==> config.mk <==
export PLATFORM = sky130hd
export DESIGN_NAME = cascade_updown_counter
export DESIGN_NICKNAME = d
export VERILOG_FILES = /design/src/rtl/udc_pkg.sv /design/src/rtl/udc_rst_sync.sv /design/src/rtl/udc_carry_dec.sv /design/src/rtl/udc_stage.sv /design/src/rtl/cascade_updown_counter.sv
export SDC_FILE = /design/constraint.sdc
export NUM_CORES = 1
export LEC_CHECK = 0
export BUFFER_PORTS_ARGS = -buffer_cell sky130_fd_sc_hd__buf_2
export CORE_MARGIN = 2
export CORE_UTILIZATION = 36
export DETAILED_ROUTE_END_ITERATION = 8
export SLEW_MARGIN = 20
export SYNTH_ARGS = -nofsm -noshare
export SYNTH_HDL_FRONTEND = slang
export SYNTH_SLANG_ARGS = --single-unit
export TNS_END_PERCENT = 100
==> constraint.sdc <==
create_clock -name clk -period 2.53 [get_ports clk]
set_input_delay 0.1265 -clock clk [delete_from_list [all_inputs] [get_ports clk]]
set_output_delay 0.1265 -clock clk [all_outputs]
set_load 0.005 [all_outputs]
==> src/rtl/udc_pkg.sv <==
package udc_pkg;

  typedef enum logic [1:0] {
    OP_HOLD = 2'd0,
    OP_LOAD = 2'd1,
    OP_INC  = 2'd2,
    OP_DEC  = 2'd3
  } udc_op_e;

  localparam int unsigned RST_SYNC_DEPTH = 2;

endpackage

==> src/rtl/udc_rst_sync.sv <==
module udc_rst_sync #(
  parameter int unsigned DEPTH = udc_pkg::RST_SYNC_DEPTH
) (
  input  logic clk,
  input  logic rst_n,
  output logic rst_sync_n
);

  logic [DEPTH-1:0] sync_q;

  always_ff @(posedge clk or negedge rst_n) begin
    if (!rst_n) begin
      sync_q <= '0;
    end else begin
      sync_q <= {sync_q[DEPTH-2:0], 1'b1};
    end
  end

  assign rst_sync_n = sync_q[DEPTH-1];

endmodule

==> src/rtl/udc_carry_dec.sv <==
module udc_carry_dec #(
  parameter int unsigned BITS = 4
) (
  input  logic [BITS-1:0] q,
  input  logic            dir_up,
  input  logic            en_t_n,
  output logic            carry_n
);

  logic at_top;
  logic at_bottom;
  logic terminal;

  always_comb begin
    at_top    = &q;
    at_bottom = ~|q;
    terminal  = dir_up ? at_top : at_bottom;
    carry_n   = ~(terminal & ~en_t_n);
  end

endmodule

==> src/rtl/udc_stage.sv <==
module udc_stage
  import udc_pkg::*;
#(
  parameter int unsigned BITS = 4
) (
  input  logic            clk,
  input  logic            rst_n,
  input  logic            load_n,
  input  logic [BITS-1:0] d,
  input  logic            en_p_n,
  input  logic            en_t_n,
  input  logic            dir_up,
  output logic [BITS-1:0] q,
  output logic            carry_n
);

  localparam logic [BITS-1:0] ONE = BITS'(1);

  udc_op_e         op;
  logic [BITS-1:0] q_r;
  logic [BITS-1:0] q_nxt;
  logic            q_en;

  // operation select: load first, then the joint enable, then direction
  always_comb begin
    if (!load_n) begin
      op = OP_LOAD;
    end else if (!en_p_n && !en_t_n) begin
      op = dir_up ? OP_INC : OP_DEC;
    end else begin
      op = OP_HOLD;
    end
  end

  always_comb begin
    unique case (op)
      OP_LOAD: q_nxt = d;
      OP_INC:  q_nxt = q_r + ONE;
      OP_DEC:  q_nxt = q_r - ONE;
      default: q_nxt = q_r;
    endcase
    q_en = (op != OP_HOLD);
  end

  always_ff @(posedge clk or negedge rst_n) begin
    if (!rst_n) begin
      q_r <= '0;
    end else if (q_en) begin
      q_r <= q_nxt;
    end
  end

  udc_carry_dec #(.BITS(BITS)) u_carry (
    .q       (q_r),
    .dir_up  (dir_up),
    .en_t_n  (en_t_n),
    .carry_n (carry_n)
  );

  assign q = q_r;

endmodule

==> src/rtl/cascade_updown_counter.sv <==
module cascade_updown_counter #(
  parameter int unsigned STAGE_BITS = 4,
  parameter int unsigned NUM_STAGES = 3,
  localparam int unsigned W = STAGE_BITS * NUM_STAGES
) (
  input  logic         clk,
  input  logic         rst_n,
  input  logic         load_n,
  input  logic [W-1:0] data,
  input  logic         en_p_n,
  input  logic         en_t_n,
  input  logic         dir_up,
  output logic [W-1:0] count,
  output logic         carry_n
);

  logic                rst_int_n;
  logic [NUM_STAGES:0] t_link_n;

  udc_rst_sync u_rst_sync (
    .clk        (clk),
    .rst_n      (rst_n),
    .rst_sync_n (rst_int_n)
  );

  assign t_link_n[0] = en_t_n;

  // stage k is enabled through T by the carry of stage k-1
  for (genvar k = 0; k < NUM_STAGES; k++) begin : g_stage
    udc_stage #(.BITS(STAGE_BITS)) u_stage (
      .clk     (clk),
      .rst_n   (rst_int_n),
      .load_n  (load_n),
      .d       (data[k*STAGE_BITS +: STAGE_BITS]),
      .en_p_n  (en_p_n),
      .en_t_n  (t_link_n[k]),
      .dir_up  (dir_up),
      .q       (count[k*STAGE_BITS +: STAGE_BITS]),
      .carry_n (t_link_n[k+1])
    );
  end

  assign carry_n = t_link_n[NUM_STAGES];

endmodule

==> impl_metrics.py, run 1 <==
metrics = {
    "status": {
        "status": "finished, final reports clean",
    },
    "hold_path": {
        "hp-class": "primary input to flop",
        "hp-start": "data[7]",
        "hold_path_end": "g_stage[1].u_stage.q[3]",
        "min_delay_path_depth": 3,
    },
    "clock_tree": {
        "h-tree-depth": 1,
        "clkTransAtPathRegs_ns": 0.09,
        "clock_latency_ns": 0.28,
        "cts_setup_buffers": 0,
        "clockBufferDepth": 2,
        "cts-root-buf": "clkbuf_4",
        "cts_tree": "yes",
        "numCtsBuffers": 3,
        "clock_sinks": 14,
    },
    "global_routing": {
        "met3_usage": 0.0363,
        "top_usage_layer": "met2",
        "grt_max_degree": 24,
        "grt_use_total": 0.173,
        "antenna_found_initial": 0,
        "overflow": 0,
        "use_met1": 0.223,
        "grt_pass1_vias": 1034,
        "gr-usage-met2": 0.300,
        "grt_pass1_wl_um": 4580,
    },
    "finish": {
        "drive_gt1_frac": 0.340,
        "layout_commonest_cell": "buf_2",
        "stdcell_area_mm2": 0.00135,
        "n_antenna_cell": 0,
        "fin_util": 0.492,
        "mostFrequentLayoutCells": "buf_2, dfrtp_1, nor2_1",
        "syn_to_final_growth_pct": 30.9,
        "fin_nets": 183,
    },
    "setup_path": {
        "r2r-start": "g_stage[0].u_stage.q[1]",
        "reg2reg_setup_slack_ns": 0.19,
        "cp_cell_sequence": "or4_4 > o22ai_4 > nand3_2 > xnor2_1 > ha_2 > nor3_2 > a21oi_1 > or4_1 > a31oi_1",
        "arrival_ns": 2.55,
        "rr_worst_depth": 9,
        "start_kind": "flop",
        "critical_path_class": "flop to flop",
        "slowest_stage": "or4_4",
        "worstPathRequired_ns": 2.74,
        "worstPathMaxFanout": 3,
        "max_stage_delay_ns": 0.57,
        "worst_setup_path_end_kind": "flop",
        "regToRegEndpoint": "g_stage[2].u_stage.q[2]",
    },
    "yosys": {
        "synth_top_flop_cell": "dfrtp_1",
        "ys_types": 42,
        "yosysTopAreaCellShare": 0.341,
        "syn_nets": 142,
        "synth_warnings": 0,
        "synth_area_per_cell_um2": 8.63,
        "async_flop_share": 1.00,
        "synthTopCellsByArea": "dfrtp_1, ha_1, nor2_1",
        "synth_cells": 119,
        "netlist_area_mm2": 0.00103,
        "yosysSeqAreaShare": 0.341,
        "synth_area_leader_cell": "dfrtp_1",
        "synth_enable_flop_cells": 0,
        "ys_ff_latch": 14,
    },
    "run": {
        "maxCapViolations": 0,
    },
    "place": {
        "dp_hpwl_um": 2040,
        "dpl_worst_slack_ns": 0.0627,
        "dpl_cell_area_mm2": 0.00127,
        "gp_congestion": 0.781,
        "port-buffer-count": 30,
    },
    "timing": {
        "clock_skew_ns": 0.00898,
        "setup_viol": 0,
        "hold_violations": 0,
        "setup_tns_ns": 0,
        "worst_hold_slack_ns": 0.0783,
        "period_minus_slack_ns": 2.34,
        "maxSlewHeadroom": 0.527,
        "fin_ws_ns": 0.186,
        "slew_viol_final": 0,
        "period_share": 0.927,
        "fmax_mhz": 427,
        "tightest_slew_ns": 0.710,
        "rsz0062_at_grt": "false",
    },
    "die": {
        "fp.dieH_um": 57.4,
        "die_w_um": 57.4,
        "pin_count": 31,
        "core_mm2": 0.00273,
        "start_util": 0.376,
        "std_cell_rows": 19,
        "die_area_mm2": 0.00330,
    },
    "detailed_routing": {
        "drc": 0,
        "postRouteAntennaNets": 0,
        "vias": 1061,
        "wire_per_inst_um": 13.8,
        "finalWirelength_um": 2630,
        "drt_iter0_drc": 58,
        "firstDrtPassIters": 4,
        "vias_per_cell": 5.58,
    },
    "power": {
        "leakagePower_uw": 0.000610,
        "peakVddDrop_mv": 0.365,
        "p_per_area_mw_per_mm2": 476,
    },
}
## where the power goes
group | internal, uW | switching [uW]
sequential | 248 | 29.2
clock | 87.5 | 71.0
combinational | 100 | 105
total | 435 | 205
## worst max-delay path, delay by kind of cell, from the launching register on
kind	cells	cell delay (ns)
simple gates	4	1.16
compound gates	3	0.42
flops	1	0.38
fa+ha+maj	1	0.19
xor+xnor	1	0.13
## cells in the mapped netlist, types with 2 or more instances
master	number
a21oi_1	8
o31ai_1	2
inv_1	5
nand2_1	9
a31oi_1	5
nand3_1	6
a2bb2oi_1	3
clkbuf_1	4
or4_1	3
or3_1	3
nor3_1	3
o21ai_0	4
and3_1	3
dfrtp_1	14
nor2_1	13
a21o_1	2
xnor2_1	4
ha_1	4
## through the flow
stage,total power (uW),std cells
2_1_floorplan,392,119
3_3_place_gp,472,185
3_5_place_dp,478,185
4_1_cts,642,190
5_1_grt,687,190
6_report,640,190
## routing by layer
layer  vias to the layer above  part of all wire
met2                        27              0.50
met5                         -                 0
met3                         0             0.045
met4                         0                 0
li1                        528                 -
met1                       506              0.45
## area by class of cell
cell class / instances / area (um^2)
Fill cell: 269 / 1390
Inverter: 5 / 18.8
Tap cell: 31 / 38.8
Clock buffer: 4 / 36.3
Sequential cell: 14 / 350
Multi-Input combinational cell: 96 / 673
Timing Repair Buffer: 40 / 228
## cells by family (layout without fill, tap and decap cells)
| family | after synthesis | count (layout) | synth area share |
|---|---|---|---|
| other | 1 | 1 | 0.00365 |
| flip-flops | 14 | 14 | 0.341 |
| AND/OR/NAND/NOR | 51 | 51 | 0.277 |
| multiplexers | 2 | 2 | 0.0207 |
| adder cells (fa/ha/maj) | 5 | 5 | 0.0682 |
| buffers and inverters | 9 | 49 | 0.0329 |
| AO/OA/AOI/OAI | 32 | 32 | 0.214 |
| XOR/XNOR | 5 | 5 | 0.0426 |
## worst max path at each step
stage                            start  slack [ns]                       to
2_1_floorplan  g_stage[0].u_stage.q[1]        0.11  g_stage[2].u_stage.q[2]
3_3_place_gp   g_stage[0].u_stage.q[1]        0.14  g_stage[2].u_stage.q[2]
3_5_place_dp   g_stage[0].u_stage.q[1]        0.06  g_stage[2].u_stage.q[2]
4_1_cts        g_stage[0].u_stage.q[1]        0.04  g_stage[2].u_stage.q[2]
5_1_grt        g_stage[0].u_stage.q[1]        0.02  g_stage[2].u_stage.q[2]
6_report       g_stage[0].u_stage.q[1]        0.19  g_stage[2].u_stage.q[2]
## flip-flops by register name (all words and copies together), names as in the netlist
register,cells
g_stage.u_stage.q,12
u_rst_sync.sync_q,2
## repair_timing
item                       4_1_cts  5_1_grt
setup endpoints to repair        0        1
hold endpoints to repair         2        0
resized for setup                0        6
hold buffers                     1        0
Note: power is estimated with default switching activity, not from simulation.
==> run 2, diff against run 1 <==
--- a/config.mk
+++ b/config.mk
@@ -6,9 +6,12 @@
 export NUM_CORES = 1
 export LEC_CHECK = 0
 export BUFFER_PORTS_ARGS = -buffer_cell sky130_fd_sc_hd__buf_2
+export CELL_PAD_IN_SITES_DETAIL_PLACEMENT = 0
+export CELL_PAD_IN_SITES_GLOBAL_PLACEMENT = 1
 export CORE_MARGIN = 2
 export CORE_UTILIZATION = 36
 export DETAILED_ROUTE_END_ITERATION = 8
+export PLACE_DENSITY_LB_ADDON = 0.1
 export SLEW_MARGIN = 20
 export SYNTH_ARGS = -nofsm -noshare
 export SYNTH_HDL_FRONTEND = slang
==> impl_metrics.py, run 2 (synthesis gave the netlist of run 1 again) <==
metrics = {
    "clock_tree": {
        "clockBufferDepth": 2,
        "h-tree-depth": 1,
        "cts_setup_buffers": 0,
        "cts_tree": "yes",
        "clkTransAtPathRegs_ns": 0.09,
        "clock_latency_ns": 0.28,
        "cts-root-buf": "clkbuf_4",
        "clock_sinks": 14,
        "numCtsBuffers": 3,
    },
    "status": {
        "status": "finished, final reports clean",
    },
    "die": {
        "std_cell_rows": 19,
        "pin_count": 31,
        "start_util": 0.376,
        "die_area_mm2": 0.00330,
        "fp.dieH_um": 57.4,
        "die_w_um": 57.4,
        "core_mm2": 0.00273,
    },
    "global_routing": {
        "grt_use_total": 0.169,
        "grt_pass1_vias": 954,
        "grt_max_degree": 24,
        "overflow": 0,
        "grt_pass1_wl_um": 4320,
        "antenna_found_initial": 0,
    },
    "run": {
        "maxCapViolations": 0,
    },
    "place": {
        "dpl_cell_area_mm2": 0.00126,
        "dp.cells": 184,
        "gp_congestion": 0.768,
        "dp_hpwl_um": 2010,
        "port-buffer-count": 30,
        "dpl_worst_slack_ns": 0.0719,
    },
    "finish": {
        "stdcell_area_mm2": 0.00133,
        "fin_nets": 182,
        "ff_latch_area_um2": 350,
        "final_cells": 189,
        "mostFrequentLayoutCells": "buf_2, dfrtp_1, nor2_1",
        "layout_commonest_cell": "buf_2",
        "multi_input_area_um2": 666,
        "largest_register_ffs": 12,
        "drive_gt1_frac": 0.323,
        "syn_to_final_growth_pct": 29.5,
        "n_antenna_cell": 0,
        "fillers": 285,
    },
    "power": {
        "comb_power_share": 0.320,
        "leakagePower_uw": 0.000607,
        "p_switching_uw": 203,
        "power.internal_uw": 434,
        "power.share.sequential": 0.434,
        "swShare": 0.318,
        "p_per_area_mw_per_mm2": 479,
        "p_total_uw": 637,
        "peakVddDrop_mv": 0.326,
        "p_clk_frac": 0.246,
    },
    "detailed_routing": {
        "postRouteAntennaNets": 0,
        "drt_iter0_drc": 40,
        "drc": 0,
        "vias": 1056,
        "vias_per_cell": 5.59,
        "firstDrtPassIters": 4,
        "wire_per_inst_um": 13.9,
        "finalWirelength_um": 2630,
    },
    "timing": {
        "fmax_mhz": 414,
        "fin_ws_ns": 0.116,
        "maxSlewHeadroom": 0.498,
        "clock_skew_ns": 0.0120,
        "slew_viol_final": 0,
        "setup_viol": 0,
        "period_share": 0.954,
        "period_minus_slack_ns": 2.41,
        "tightest_slew_ns": 0.754,
        "hold_violations": 0,
        "setup_tns_ns": 0,
    },
    "setup_path": {
        "start_kind": "flop",
        "worstPathRequired_ns": 2.72,
        "worst_setup_path_end_kind": "flop",
        "critical_path_class": "flop to flop",
        "slowest_stage": "or4_4",
        "cp_cell_sequence": "or4_4 > o22ai_4 > nand3_1 > xnor2_1 > ha_1 > nor3_2 > a21oi_1 > or4_1 > a31oi_1",
        "worstPathMaxFanout": 3,
        "max_stage_delay_ns": 0.56,
        "arrival_ns": 2.60,
        "reg2reg_setup_slack_ns": 0.12,
    },
    "hold_path": {
        "hp-class": "primary input to flop",
    },
}
==> run 2: cell count changes in the layout (fill, tap and decap cells not counted) <==
cell     change
buf_4        -1
ha_1         +1
ha_2         -1
nand3_1      +1
nand3_2      -1
==> run 2: path summary, 6_finish.rpt <==
kind / start / to / depth (start not counted)
max: g_stage[0].u_stage.q[1] / g_stage[2].u_stage.q[2] / 9
min: data[6] / g_stage[1].u_stage.q[2] / 3
max reg2reg: g_stage[0].u_stage.q[1] / g_stage[2].u_stage.q[2] / 9
min reg2reg: u_rst_sync.sync_q[1] / g_stage[1].u_stage.q[1] / 0
max in group asynchronous: u_rst_sync.sync_q[1] / g_stage[0].u_stage.q[3] / 0
min in group asynchronous: rst_n / u_rst_sync.sync_q[0] / 2
==> run 2: power by group through the flow <==
| stage | registers, uW | logic [uW] | clock network [uW] |
|---|---|---|---|
| 2_1_floorplan | 289 | 103 | 0 |
| 3_3_place_gp | 280 | 194 | 0 |
| 3_5_place_dp | 281 | 196 | 0 |
| 4_1_cts | 276 | 199 | 165 |
| 5_1_grt | 281 | 229 | 176 |
| 6_report | 277 | 204 | 157 |
==> run 2: what timing repair did <==
item,4_1_cts,5_1_grt
hold endpoints to repair,2,0
setup endpoints to repair,0,1
resized for setup,0,4
hold buffers,1,0
==> run 2: area by class of cell <==
class                   instances  share of cell area
well taps                      31              0.0292
clock buffers                   4              0.0273
flip-flops and latches         14               0.263
multi-input cells              96               0.500
inverters                       5              0.0141
repair buffers                 39               0.166
==> run 2: metrics by stage <==
step,util,hold WS [ns]
4_1_cts,0.478,0.0743
5_1_grt,0.486,0.0823
3_5_place_dp,0.461,-0.0858
3_3_place_gp,0.461,-0.0880
6_report,0.486,0.0829
2_1_floorplan,-,-0.169
==> run 2: worst max-delay path: cells and delay by family, from the launching register on <==
| family | cells | cell delay [ns] |
|---|---|---|
| compound gates | 3 | 0.42 |
| xor+xnor | 1 | 0.14 |
| fa+ha+maj | 1 | 0.21 |
| flops | 1 | 0.38 |
| simple gates | 4 | 1.20 |
==> run 2: metal layers <==
layer / share of wire / track usage / vias up / routed length, um
met5: 0 / 0 / - / 0
met4: 0.0095 / 0.0731 / 0 / 25
met3: 0.046 / 0.0181 / 4 / 122
met2: 0.44 / 0.253 / 29 / 1150
met1: 0.51 / 0.245 / 502 / 1330
li1: - / - / 521 / -
==> run 3, diff against run 2 <==
--- a/config.mk
+++ b/config.mk
@@ -5,6 +5,7 @@
 export SDC_FILE = /design/constraint.sdc
 export NUM_CORES = 1
 export LEC_CHECK = 0
+export ABC_AREA = 1
 export BUFFER_PORTS_ARGS = -buffer_cell sky130_fd_sc_hd__buf_2
 export CELL_PAD_IN_SITES_DETAIL_PLACEMENT = 0
 export CELL_PAD_IN_SITES_GLOBAL_PLACEMENT = 1
==> impl_metrics.py, run 3 <==
metrics = {
    "clock_tree": {
        "clockBufferDepth": 2,
        "clock_latency_ns": 0.28,
        "cts_tree": "yes",
        "cts-root-buf": "clkbuf_4",
        "clock_sinks": 14,
        "h-tree-depth": 1,
        "clkTransAtPathRegs_ns": 0.09,
        "cts_resized": 0,
        "numCtsBuffers": 3,
    },
    "die": {
        "std_cell_rows": 19,
        "die_w_um": 57.9,
        "die_area_mm2": 0.00335,
        "pin_count": 31,
        "fp.dieH_um": 57.9,
        "core_mm2": 0.00276,
        "start_util": 0.379,
    },
    "power": {
        "power.share.sequential": 0.465,
        "p_switching_uw": 191,
        "comb_power_share": 0.256,
        "p_clk_frac": 0.279,
        "p_total_uw": 591,
        "p_per_area_mw_per_mm2": 460,
        "swShare": 0.323,
        "peakVddDrop_mv": 0.406,
        "leakagePower_uw": 0.000703,
        "power.internal_uw": 400,
    },
    "global_routing": {
        "overflow": 0,
        "grt_max_degree": 15,
        "grt_pass1_vias": 950,
        "antenna_found_initial": 0,
        "grt_use_total": 0.164,
        "grt_pass1_wl_um": 4240,
    },
    "place": {
        "dp_hpwl_um": 1940,
        "gp_congestion": 0.815,
        "port-buffer-count": 30,
        "dpl_worst_slack_ns": 0.605,
        "dp.cells": 214,
    },
    "timing": {
        "period_minus_slack_ns": 1.82,
        "slew_viol_final": 0,
        "setup_tns_ns": 0,
        "fin_ws_ns": 0.705,
        "setup_viol": 0,
        "clock_skew_ns": 0.00233,
        "hold_violations": 0,
        "maxSlewHeadroom": 0.640,
        "rsz0062_at_grt": "false",
        "worst_hold_slack_ns": 0.0323,
        "tightest_slew_ns": 0.541,
        "fmax_mhz": 548,
        "period_share": 0.721,
    },
    "yosys": {
        "synth_cells": 153,
        "yosysSeqAreaShare": 0.335,
        "ys_types": 27,
        "netlist_area_mm2": 0.00105,
        "async_flop_share": 1.00,
        "netlist_top_cells_count": "nand2_1, inv_1, nor2_1, dfrtp_1, nand3_1",
        "syn_nets": 176,
        "synthTopCellsByArea": "dfrtp_1, nand2_1, inv_1",
        "synth.most_common_cell": "nand2_1",
        "synth_area_leader_cell": "dfrtp_1",
        "synth_area_per_cell_um2": 6.84,
        "ys_ff_latch": 14,
        "synth_warnings": 0,
        "synth_top_flop_cell": "dfrtp_1",
        "yosysTopAreaCellShare": 0.335,
        "synth_enable_flop_cells": 0,
    },
    "setup_path": {
        "slowest_stage": "dfrtp_1",
        "cp_common_cell": "nand2_1",
        "worstPathMaxFanout": 6,
        "max_stage_delay_ns": 0.44,
        "worst_setup_path_end_kind": "flop",
        "worstPathRequired_ns": 2.71,
        "r2r-start": "g_stage[0].u_stage.q[1]",
        "critical_path_class": "flop to flop",
        "critPathLaunch": "g_stage[0].u_stage.q[1]",
        "start_kind": "flop",
        "cp_cell_sequence": "nor2_1 > nand3_1 > nand2_2 > nand3_4 > nor2_4 > nand2_2 > nand2_1 > nand2_1 > inv_1 > ha_1 > inv_1 > nand2_1 > inv_1 > nand2_1 > nand2_1 > nand2_1 > nand2_1",
        "arrival_ns": 2.01,
    },
    "finish": {
        "syn_to_final_growth_pct": 22.8,
        "largest_register_ffs": 12,
        "n_antenna_cell": 0,
        "mostFrequentLayoutCells": "nand2_1, buf_2, inv_1",
        "drive_gt1_frac": 0.229,
        "fin_nets": 212,
        "layout_commonest_cell": "nand2_1",
        "final_cells": 219,
    },
    "detailed_routing": {
        "firstDrtPassIters": 4,
        "wire_per_inst_um": 11.3,
        "finalWirelength_um": 2470,
        "drt_iter0_drc": 53,
        "vias": 1055,
        "vias_per_cell": 4.82,
        "drc": 0,
        "postRouteAntennaNets": 0,
    },
    "hold_path": {
        "hp-start": "data[5]",
        "hp-class": "primary input to flop",
    },
    "run": {
        "maxCapViolations": 0,
    },
    "status": {
        "status": "finished, final reports clean",
    },
}
-- run 3: cell families after synthesis --
family                     Yosys count  share of synthesized area
other                                1                    0.00359
DFF                                 14                      0.335
xor gates and xnor gates             4                     0.0335
adders and majority gates            5                     0.0670
and+or+nand+nor                     84                      0.353
AOI/OAI and AO/OA                   19                      0.115
buffers and inverters               26                     0.0933
-- run 3: per-stage QoR --
step,cell area (um^2),util
6_report,1280,0.466
3_5_place_dp,1240,0.449
2_1_floorplan,1050,-
4_1_cts,1280,0.466
5_1_grt,1280,0.466
3_3_place_gp,1240,0.449
-- run 3: cell type report --
type / instances / area [um^2]
Fill cell: 306 / 1470
Multi-Input combinational cell: 113 / 598
Sequential cell: 14 / 350
Timing Repair Buffer: 32 / 168
Inverter: 25 / 93.8
Tap cell: 31 / 38.8
Clock buffer: 4 / 36.3
-- run 3: worst max-delay path: cells and delay by family (launching register included) --
| family | cells | cell delay, ns |
|---|---|---|
| buffers and inverters | 3 | 0.13 |
| adders and majority gates | 1 | 0.12 |
| DFF | 1 | 0.44 |
| and+or+nand+nor | 13 | 1.03 |
-- run 3: path summary, 6_finish.rpt --
check	endpoint	slack, ns	cells past startpoint
min in group asynchronous	u_rst_sync.sync_q[0]	0.15	2
min reg2reg	g_stage[1].u_stage.q[3]	0.23	0
min	g_stage[1].u_stage.q[1]	0.03	3
max	g_stage[2].u_stage.q[2]	0.71	17
max in group asynchronous	g_stage[0].u_stage.q[3]	1.95	0
max reg2reg	g_stage[2].u_stage.q[2]	0.71	17
-- run 3: power by group through the flow --
stage	clock [uW]	combinational (uW)	sequential (uW)
after floorplan	0	92.8	276
after detailed placement	0	150	280
final	165	151	275
after global routing	183	174	281
after CTS	172	153	275
after global placement	0	150	279
-- run 3: per-layer routing --
metal	global-route usage	part of all wire	vias up
li1	-	-	557
met1	0.234	0.50	468
met2	0.250	0.44	28
met3	0.0469	0.054	2
met4	0.0299	0.0053	0
met5	0	0	-
-- run 3: repair_timing --
item | CTS | global route
hold buffers | 1 | 0
endpoints found under the hold margin | 2 | 0
setup buffers | 0 | 0
